$ cat src/rtl/pwm2_pkg.sv
package pwm2_pkg;

  localparam int CH_STRIDE = 15;
  localparam int RDY_BASE  = 28;
  localparam int PRD_LSB   = 16;

  typedef struct packed {
    logic       bypass;
    logic       pulse;
    logic       mode;
    logic       gate;
    logic       act;
    logic       en;
    logic [3:0] presc;
  } ch_ctrl_t;

  function automatic logic [31:0] presc_div(input logic [3:0] code);
    case (code)
      4'd0:    presc_div = 32'd120;
      4'd1:    presc_div = 32'd180;
      4'd2:    presc_div = 32'd240;
      4'd3:    presc_div = 32'd360;
      4'd4:    presc_div = 32'd480;
      4'd8:    presc_div = 32'd12000;
      4'd9:    presc_div = 32'd24000;
      4'd10:   presc_div = 32'd36000;
      4'd11:   presc_div = 32'd48000;
      4'd12:   presc_div = 32'd72000;
      4'd15:   presc_div = 32'd1;
      default: presc_div = 32'd0; // reserved
    endcase
  endfunction

endpackage

$ cat src/rtl/pwm2_prescaler.sv
module pwm2_prescaler
  import pwm2_pkg::*;
#(
  parameter int DIV_W = 17
) (
  input  logic       clk_i,
  input  logic       rst_ni,
  input  logic       en_i,
  input  logic       run_i,
  input  logic [3:0] code_i,
  output logic       tick_o,
  output logic       pclk_o
);

  logic [DIV_W-1:0] div, pcnt_q;
  logic             valid;

  assign div    = DIV_W'(presc_div(code_i));
  assign valid  = (div != '0);
  assign tick_o = run_i && valid && (pcnt_q >= div - DIV_W'(1));

  always_ff @(posedge clk_i or negedge rst_ni) begin
    if (!rst_ni) begin
      pcnt_q <= '0;
      pclk_o <= 1'b0;
    end else if (!en_i) begin
      pcnt_q <= '0;
      pclk_o <= 1'b0;
    end else begin
      if (run_i && valid) pcnt_q <= tick_o ? '0 : pcnt_q + DIV_W'(1);
      if (tick_o)         pclk_o <= ~pclk_o;
    end
  end


  reserved_hold_chk: assert property (@(posedge clk_i) disable iff (!rst_ni)
    (en_i && !valid) |=> ($stable(pcnt_q) && $stable(pclk_o)));

endmodule

$ cat src/rtl/pwm2_channel.sv
module pwm2_channel
  import pwm2_pkg::*;
#(
  parameter int CNT_W = 8,
  parameter int DIV_W = 17
) (
  input  logic             clk_i,
  input  logic             rst_ni,
  input  ch_ctrl_t         cfg_i,
  input  logic             prd_wr_i,
  input  logic [CNT_W-1:0] prd_i,
  input  logic [CNT_W-1:0] dty_i,
  output logic             pwm_o,
  output logic             pend_o,
  output logic             done_o,
  output logic [CNT_W-1:0] shd_prd_o,
  output logic [CNT_W-1:0] shd_dty_o
);

  logic [CNT_W-1:0] cnt_q, prd_q, dty_q;
  logic             run, hold, idle, tick, pclk, eop, load, lvl;

  assign hold = cfg_i.mode && !cfg_i.pulse;
  assign run  = cfg_i.en && cfg_i.gate && !hold;
  assign idle = !cfg_i.en || hold;

  pwm2_prescaler #(.DIV_W(DIV_W)) u_presc (
    .clk_i  (clk_i),
    .rst_ni (rst_ni),
    .en_i   (cfg_i.en),
    .run_i  (run),
    .code_i (cfg_i.presc),
    .tick_o (tick),
    .pclk_o (pclk)
  );

  assign eop    = tick && (cnt_q == prd_q);
  assign done_o = eop && cfg_i.mode && cfg_i.pulse;
  assign load   = pend_o && (idle || eop);

  always_ff @(posedge clk_i or negedge rst_ni) begin
    if (!rst_ni)                 cnt_q <= '0;
    else if (!cfg_i.en || hold)  cnt_q <= '0;
    else if (tick)               cnt_q <= eop ? '0 : cnt_q + CNT_W'(1);
  end

  always_ff @(posedge clk_i or negedge rst_ni) begin
    if (!rst_ni) begin
      prd_q <= '0;
      dty_q <= '0;
    end else if (load) begin
      prd_q <= shd_prd_o;
      dty_q <= shd_dty_o;
    end
  end

  // a write in the load cycle wins the pending flag; the old shadow is loaded
  always_ff @(posedge clk_i or negedge rst_ni) begin
    if (!rst_ni) begin
      shd_prd_o <= '0;
      shd_dty_o <= '0;
      pend_o    <= 1'b0;
    end else if (prd_wr_i) begin
      shd_prd_o <= prd_i;
      shd_dty_o <= dty_i;
      pend_o    <= 1'b1;
    end else if (load) begin
      pend_o    <= 1'b0;
    end
  end

  assign lvl   = cfg_i.en && !hold && (cfg_i.bypass ? pclk : (cnt_q < dty_q));
  assign pwm_o = cfg_i.act ? lvl : ~lvl;


  cnt_range_chk: assert property (@(posedge clk_i) disable iff (!rst_ni)
    cnt_q <= prd_q);


  zero_duty_chk: assert property (@(posedge clk_i) disable iff (!rst_ni)
    (dty_q == '0 && !cfg_i.bypass && cfg_i.act) |-> !pwm_o);


  gate_freeze_chk: assert property (@(posedge clk_i) disable iff (!rst_ni)
    (cfg_i.en && !cfg_i.gate && !hold) |=> $stable(cnt_q));


  idle_load_chk: assert property (@(posedge clk_i) disable iff (!rst_ni)
    (idle && pend_o && !prd_wr_i) |=> !pend_o);


  write_pending_chk: assert property (@(posedge clk_i) disable iff (!rst_ni)
    prd_wr_i |=> pend_o);


  oneshot_hold_chk: assert property (@(posedge clk_i) disable iff (!rst_ni)
    hold |=> (cnt_q == '0));

endmodule

$ cat src/rtl/pwm2_ctrl.sv
module pwm2_ctrl
  import pwm2_pkg::*;
#(
  parameter int NCH    = 2,
  parameter int CNT_W  = 8,
  parameter int DIV_W  = 17,
  parameter int ADDR_W = 2
) (
  input  logic              clk_i,
  input  logic              rst_ni,
  input  logic              we_i,
  input  logic [ADDR_W-1:0] addr_i,
  input  logic [31:0]       wdata_i,
  output logic [31:0]       rdata_o,
  output logic [NCH-1:0]    pwm_o
);

  localparam int FLD_W = $bits(ch_ctrl_t);

  logic        ctrl_wr;
  logic [31:0] ctrl_part [NCH];
  logic [31:0] prd_word  [NCH];
  logic        unused_wdata;

  assign ctrl_wr      = we_i && (addr_i == '0);
  assign unused_wdata = ^wdata_i;

  for (genvar n = 0; n < NCH; n++) begin : g_ch
    ch_ctrl_t         cfg_q;
    logic             prd_wr, pend, done;
    logic [CNT_W-1:0] shp, shd;

    assign prd_wr = we_i && (addr_i == ADDR_W'(n + 1));

    always_ff @(posedge clk_i or negedge rst_ni) begin
      if (!rst_ni)      cfg_q       <= '0;
      else if (ctrl_wr) cfg_q       <= ch_ctrl_t'(wdata_i[n*CH_STRIDE +: FLD_W]);
      else if (done)    cfg_q.pulse <= 1'b0;
    end

    pwm2_channel #(.CNT_W(CNT_W), .DIV_W(DIV_W)) u_ch (
      .clk_i     (clk_i),
      .rst_ni    (rst_ni),
      .cfg_i     (cfg_q),
      .prd_wr_i  (prd_wr),
      .prd_i     (wdata_i[PRD_LSB +: CNT_W]),
      .dty_i     (wdata_i[0 +: CNT_W]),
      .pwm_o     (pwm_o[n]),
      .pend_o    (pend),
      .done_o    (done),
      .shd_prd_o (shp),
      .shd_dty_o (shd)
    );

    assign ctrl_part[n] = (32'(cfg_q) << (n*CH_STRIDE)) | (32'(pend) << (RDY_BASE + n));
    assign prd_word[n]  = (32'(shp) << PRD_LSB) | 32'(shd);


    pulse_clear_chk: assert property (@(posedge clk_i) disable iff (!rst_ni)
      (done && !ctrl_wr) |=> !cfg_q.pulse);
  end

  always_comb begin
    rdata_o = '0;
    if (addr_i == '0) begin
      for (int n = 0; n < NCH; n++) rdata_o = rdata_o | ctrl_part[n];
    end else begin
      for (int n = 0; n < NCH; n++)
        if (addr_i == ADDR_W'(n + 1)) rdata_o = prd_word[n];
    end
  end

endmodule

$ cat config.mk
export PLATFORM = sky130hd
export DESIGN_NAME = pwm2_ctrl
export DESIGN_NICKNAME = d
export VERILOG_FILES = /design/src/rtl/pwm2_pkg.sv /design/src/rtl/pwm2_prescaler.sv /design/src/rtl/pwm2_channel.sv /design/src/rtl/pwm2_ctrl.sv
export SDC_FILE = /design/constraint.sdc
export NUM_CORES = 1
export LEC_CHECK = 0
export ABC_CLOCK_PERIOD_IN_PS = 6700
export BUFFER_PORTS_ARGS = -buffer_cell sky130_fd_sc_hd__buf_2
export CAP_MARGIN = 20
export CORE_ASPECT_RATIO = 1.25
export CORE_MARGIN = 1
export CORE_UTILIZATION = 40
export DETAILED_ROUTE_END_ITERATION = 7
export HOLD_SLACK_MARGIN = 0.08
export PLACE_DENSITY = 0.57
export SYNTH_ARGS = -nofsm -noshare
export SYNTH_HDL_FRONTEND = slang
export SYNTH_HIERARCHICAL = 1
export SYNTH_SLANG_ARGS = --single-unit
$ cat constraint.sdc
create_clock -name clk_i -period 6.7 [get_ports clk_i]
set_clock_uncertainty 0.1 [all_clocks]
set_input_delay 0.67 -clock clk_i [delete_from_list [all_inputs] [get_ports clk_i]]
set_output_delay 0.67 -clock clk_i [all_outputs]
set_load 0.05 [all_outputs]
==> flow_metrics.env <==
export IMPL_status="finished, final reports clean"
export IMPL_place_ws_ns=1.10
export IMPL_crit_family="simple AND/OR/NAND/NOR gates"
export IMPL_areaGrowthSynthToFinish_pct=10.1
export IMPL_crit_chain="inv_1, ha_1, nor3_1, a21oi_1, a211oi_4, and2_0, a21oi_1, ha_1, nand4_1, nor2_1, a211o_1, a31oi_4, nor3b_4, nand4_1, o31ai_4, nand2_4, mux2_4"
export IMPL_vias_per_cell=5.54
export IMPL_drcViolationCount=0
export IMPL_endpoint_kind="register"
export IMPL_p_comb_share_pct=30.9
export IMPL_criticalPathCategory="reg -> reg"
export IMPL_rsz0062_at_grt="no"
export IMPL_hold_viol_final=0
export IMPL_multiInputGateArea_um2=5280
export IMPL_synth_top_cell_area_share_pct=37.5
export IMPL_cp_required_ns=6.90
export IMPL_fmax_mhz=177
export IMPL_synthMostInstantiatedCell="dfrtp_1"
export IMPL_cts_made_buffers=17
export IMPL_drt_iter0_drc=334
export IMPL_hpwlAfterDp_mm=15.3
export IMPL_postCtsSetupBuffers=0
export IMPL_dp_cells=1194
export IMPL_yosysTopAreaCell="dfrtp_1"
export IMPL_synth_top_cells_by_count="dfrtp_1, nand2_1, ha_1"
export IMPL_synth_edf_count=0
export IMPL_gr_total_overflow=0
export IMPL_busiest_layer="met2"
export IMPL_ys_top_cells_by_area="dfrtp_1, ha_1, mux2_2"
export IMPL_postCtsHoldBufs=0
export IMPL_io_buffers=48
export IMPL_power_frac_seq_pct=37.2
export IMPL_synth_seq_cells=138
export IMPL_setup_ws_ns=1.06
export IMPL_grtUsageTotal_pct=19.4
export IMPL_die_area_um2=23700
export IMPL_cts_tree="yes"
export IMPL_fin_nets=1031
export IMPL_io_pins=71
export IMPL_netlist_instances=898
export IMPL_wirelength_mm=21.6
export IMPL_maxCapViolCount=0
export IMPL_async_flop_share_pct=100
export IMPL_seq_area_um2=3450
export IMPL_min_period_over_period_pct=84.1
export IMPL_antenna_found_initial=0
export IMPL_arrival_ns=5.84
export IMPL_vdd_drop_max_uv=184
export IMPL_clk_latency_ns=0.43
export IMPL_powerDensity_nw_per_um2=308
export IMPL_drv_slew=0
export IMPL_antenna_cells=0
export IMPL_gr_usage_met2_pct=33.8
export IMPL_row_count=61
export IMPL_holdCritPathClass="in -> async"
export IMPL_tightest_slew_ns=1.03
export IMPL_yosys_warnings=6
export IMPL_die_h_um=172
export IMPL_die_w_um=138
export IMPL_num_vias=6789
export IMPL_met3_usage_pct=3.30
export IMPL_grt_pass1_wl_mm=35.2
export IMPL_clkTransAtPathRegs_ns=0.07
export IMPL_htree_levels=4
export IMPL_grt_max_degree=73
export IMPL_clock_path_buffers=2
export IMPL_ys_seq_area_share_pct=37.5
export IMPL_clockPowerShare_pct=31.9
export IMPL_total_leakage_power_nw=4.50
export IMPL_crit_fanout=16
export IMPL_whs_ns=0.133
export IMPL_dr_pass1_iters=4
export IMPL_slew_headroom_pct=31.5
export IMPL_grtUsageMet1_pct=24.5
export IMPL_switching_share_pct=35.5
export IMPL_wire_per_inst_um=17.6
export IMPL_setup_violations=0
export IMPL_synth_area_um2=9220
export IMPL_synth_ff_type="dfrtp_1"
export IMPL_syn_area_per_cell_um2=10.3
export IMPL_finalSetupTns_ns=0
export IMPL_drive_gt1_share_pct=20.9
export IMPL_routabilityCongestion=0.788
export IMPL_worst_path_buf_inv=1
export IMPL_p_int_mw=2.02
export IMPL_ctsResizeCount=0
export IMPL_synth_cell_types=70
export IMPL_cp_start_kind="register"
export IMPL_grt_pass1_vias=6649
export IMPL_stdcell_count=1226
export IMPL_ant_nets=0
export IMPL_finalCriticalPeriod_ns=5.64
export IMPL_core_area_um2=22400
export IMPL_root_buffer="clkbuf_16"
export IMPL_postLayoutCoreUtil_pct=45.2
export IMPL_slowest_stage="nor3b_4"
export IMPL_switching_power_mw=1.11
export IMPL_slowest_delay_ns=0.57
export IMPL_initial_core_util_pct=41.1
export IMPL_clkSinkCount=138
export IMPL_nFillCells=2151
==> power by group through the flow <==
stage | combinational (mW) | sequential, mW | clock (mW)
floorplan | 0.825 | 1.10 | 0
global placement | 0.958 | 1.18 | 0
detailed placement | 0.970 | 1.18 | 0
CTS | 0.976 | 1.17 | 1.03
global route | 1.07 | 1.19 | 1.06
finish | 0.967 | 1.16 | 0.997
==> per-layer routing <==
layer	vias to the layer above	share of wire, %	routed length, um
met5	-	0	0
met3	10	2.6	557
li1	3341	-	-
met2	107	52	11200
met4	0	1.0	216
met1	3331	44	9570
==> cell families (layout without fill, tap and decap cells) <==
kind of cell / count (synthesis) / after routing / synth area share, %
simple gates: 280 / 280 / 16.0
compound gates: 184 / 184 / 15.1
flops: 138 / 138 / 37.5
mux: 102 / 102 / 13.4
buf+inv: 90 / 126 / 5.61
fa+ha+maj: 64 / 64 / 8.69
xor+xnor: 39 / 39 / 3.71
other cells: 1 / 10 / 0.0407
==> final cells by class <==
cell class	count	share of cell area, %
inverters	39	1.44
flip-flops and latches	138	34.0
repair buffers	55	2.95
clock buffers	18	4.23
multi-input cells	679	52.0
clock inverters	14	1.83
well taps	283	3.49
==> per-stage QoR <==
step                power (mW)  area (um^2)
floorplan                 1.93         9250
global placement          2.14         9530
global route              3.31        10100
detailed placement        2.15         9530
CTS                       3.17        10100
finish                    3.13        10100
==> flip-flops by register name, summed over array words and instances (netlist names) <==
signal / flops
g_ch.u_ch/u_presc/pcnt_q: 34
g_ch.cfg_q: 20
g_ch.u_ch/cnt_q: 16
g_ch.u_ch/dty_q: 16
g_ch.u_ch/prd_q: 16
g_ch.u_ch/shd_dty_o: 16
g_ch.u_ch/shd_prd_o: 16
g_ch.u_ch/pend_o: 2
g_ch.u_ch/u_presc/pclk_o: 2
==> path summary, 6_finish.rpt <==
path	end	slack, ns	start	cells past startpoint
worst max-delay path	g_ch[0].u_ch/prd_q[0]$_DFFE_PN0P_	1.06	g_ch[0].cfg_q[0]$_DFFE_PN0P_	17
worst min-delay path	g_ch[0].u_ch/u_presc/pcnt_q[4]$_DFFE_PN0P_	0.13	rst_ni	1
worst max register to register	g_ch[0].u_ch/prd_q[0]$_DFFE_PN0P_	1.06	g_ch[0].cfg_q[0]$_DFFE_PN0P_	17
worst min register to register	g_ch[1].u_ch/dty_q[7]$_DFFE_PN0P_	0.41	g_ch[1].u_ch/dty_q[7]$_DFFE_PN0P_	1
max in group asynchronous	g_ch[0].u_ch/shd_prd_o[1]$_DFFE_PN0P_	5.03	rst_ni	2
min in group clk_i	g_ch[1].cfg_q[9]$_DFFE_PN0P_	0.38	wdata_i[24]	2
==> worst register-to-register path: stages, from the launching register on <==
cell and delay, ns:
dfrtp_1 0.54, inv_1 0.14, ha_1 0.37, nor3_1 0.33, a21oi_1 0.16, a211oi_4 0.43, and2_0 0.37, a21oi_1 0.08
ha_1 0.32, nand4_1 0.13, nor2_1 0.25, a211o_1 0.21, a31oi_4 0.10, nor3b_4 0.58, nand4_1 0.25, o31ai_4 0.50
nand2_4 0.30, mux2_4 0.38
==> layout by cell type, fill, tap and decap left out, drive strengths merged, types with 21 or more instances in the layout <==
master,n
xnor2,28
ha,64
nor2,47
o2bb2ai,31
nand3,35
a21oi,35
mux2,84
nand2,74
inv,43
o21ai,21
dfrtp,138
buf,55
No activity file was read; power rests on OpenSTA's default activity.
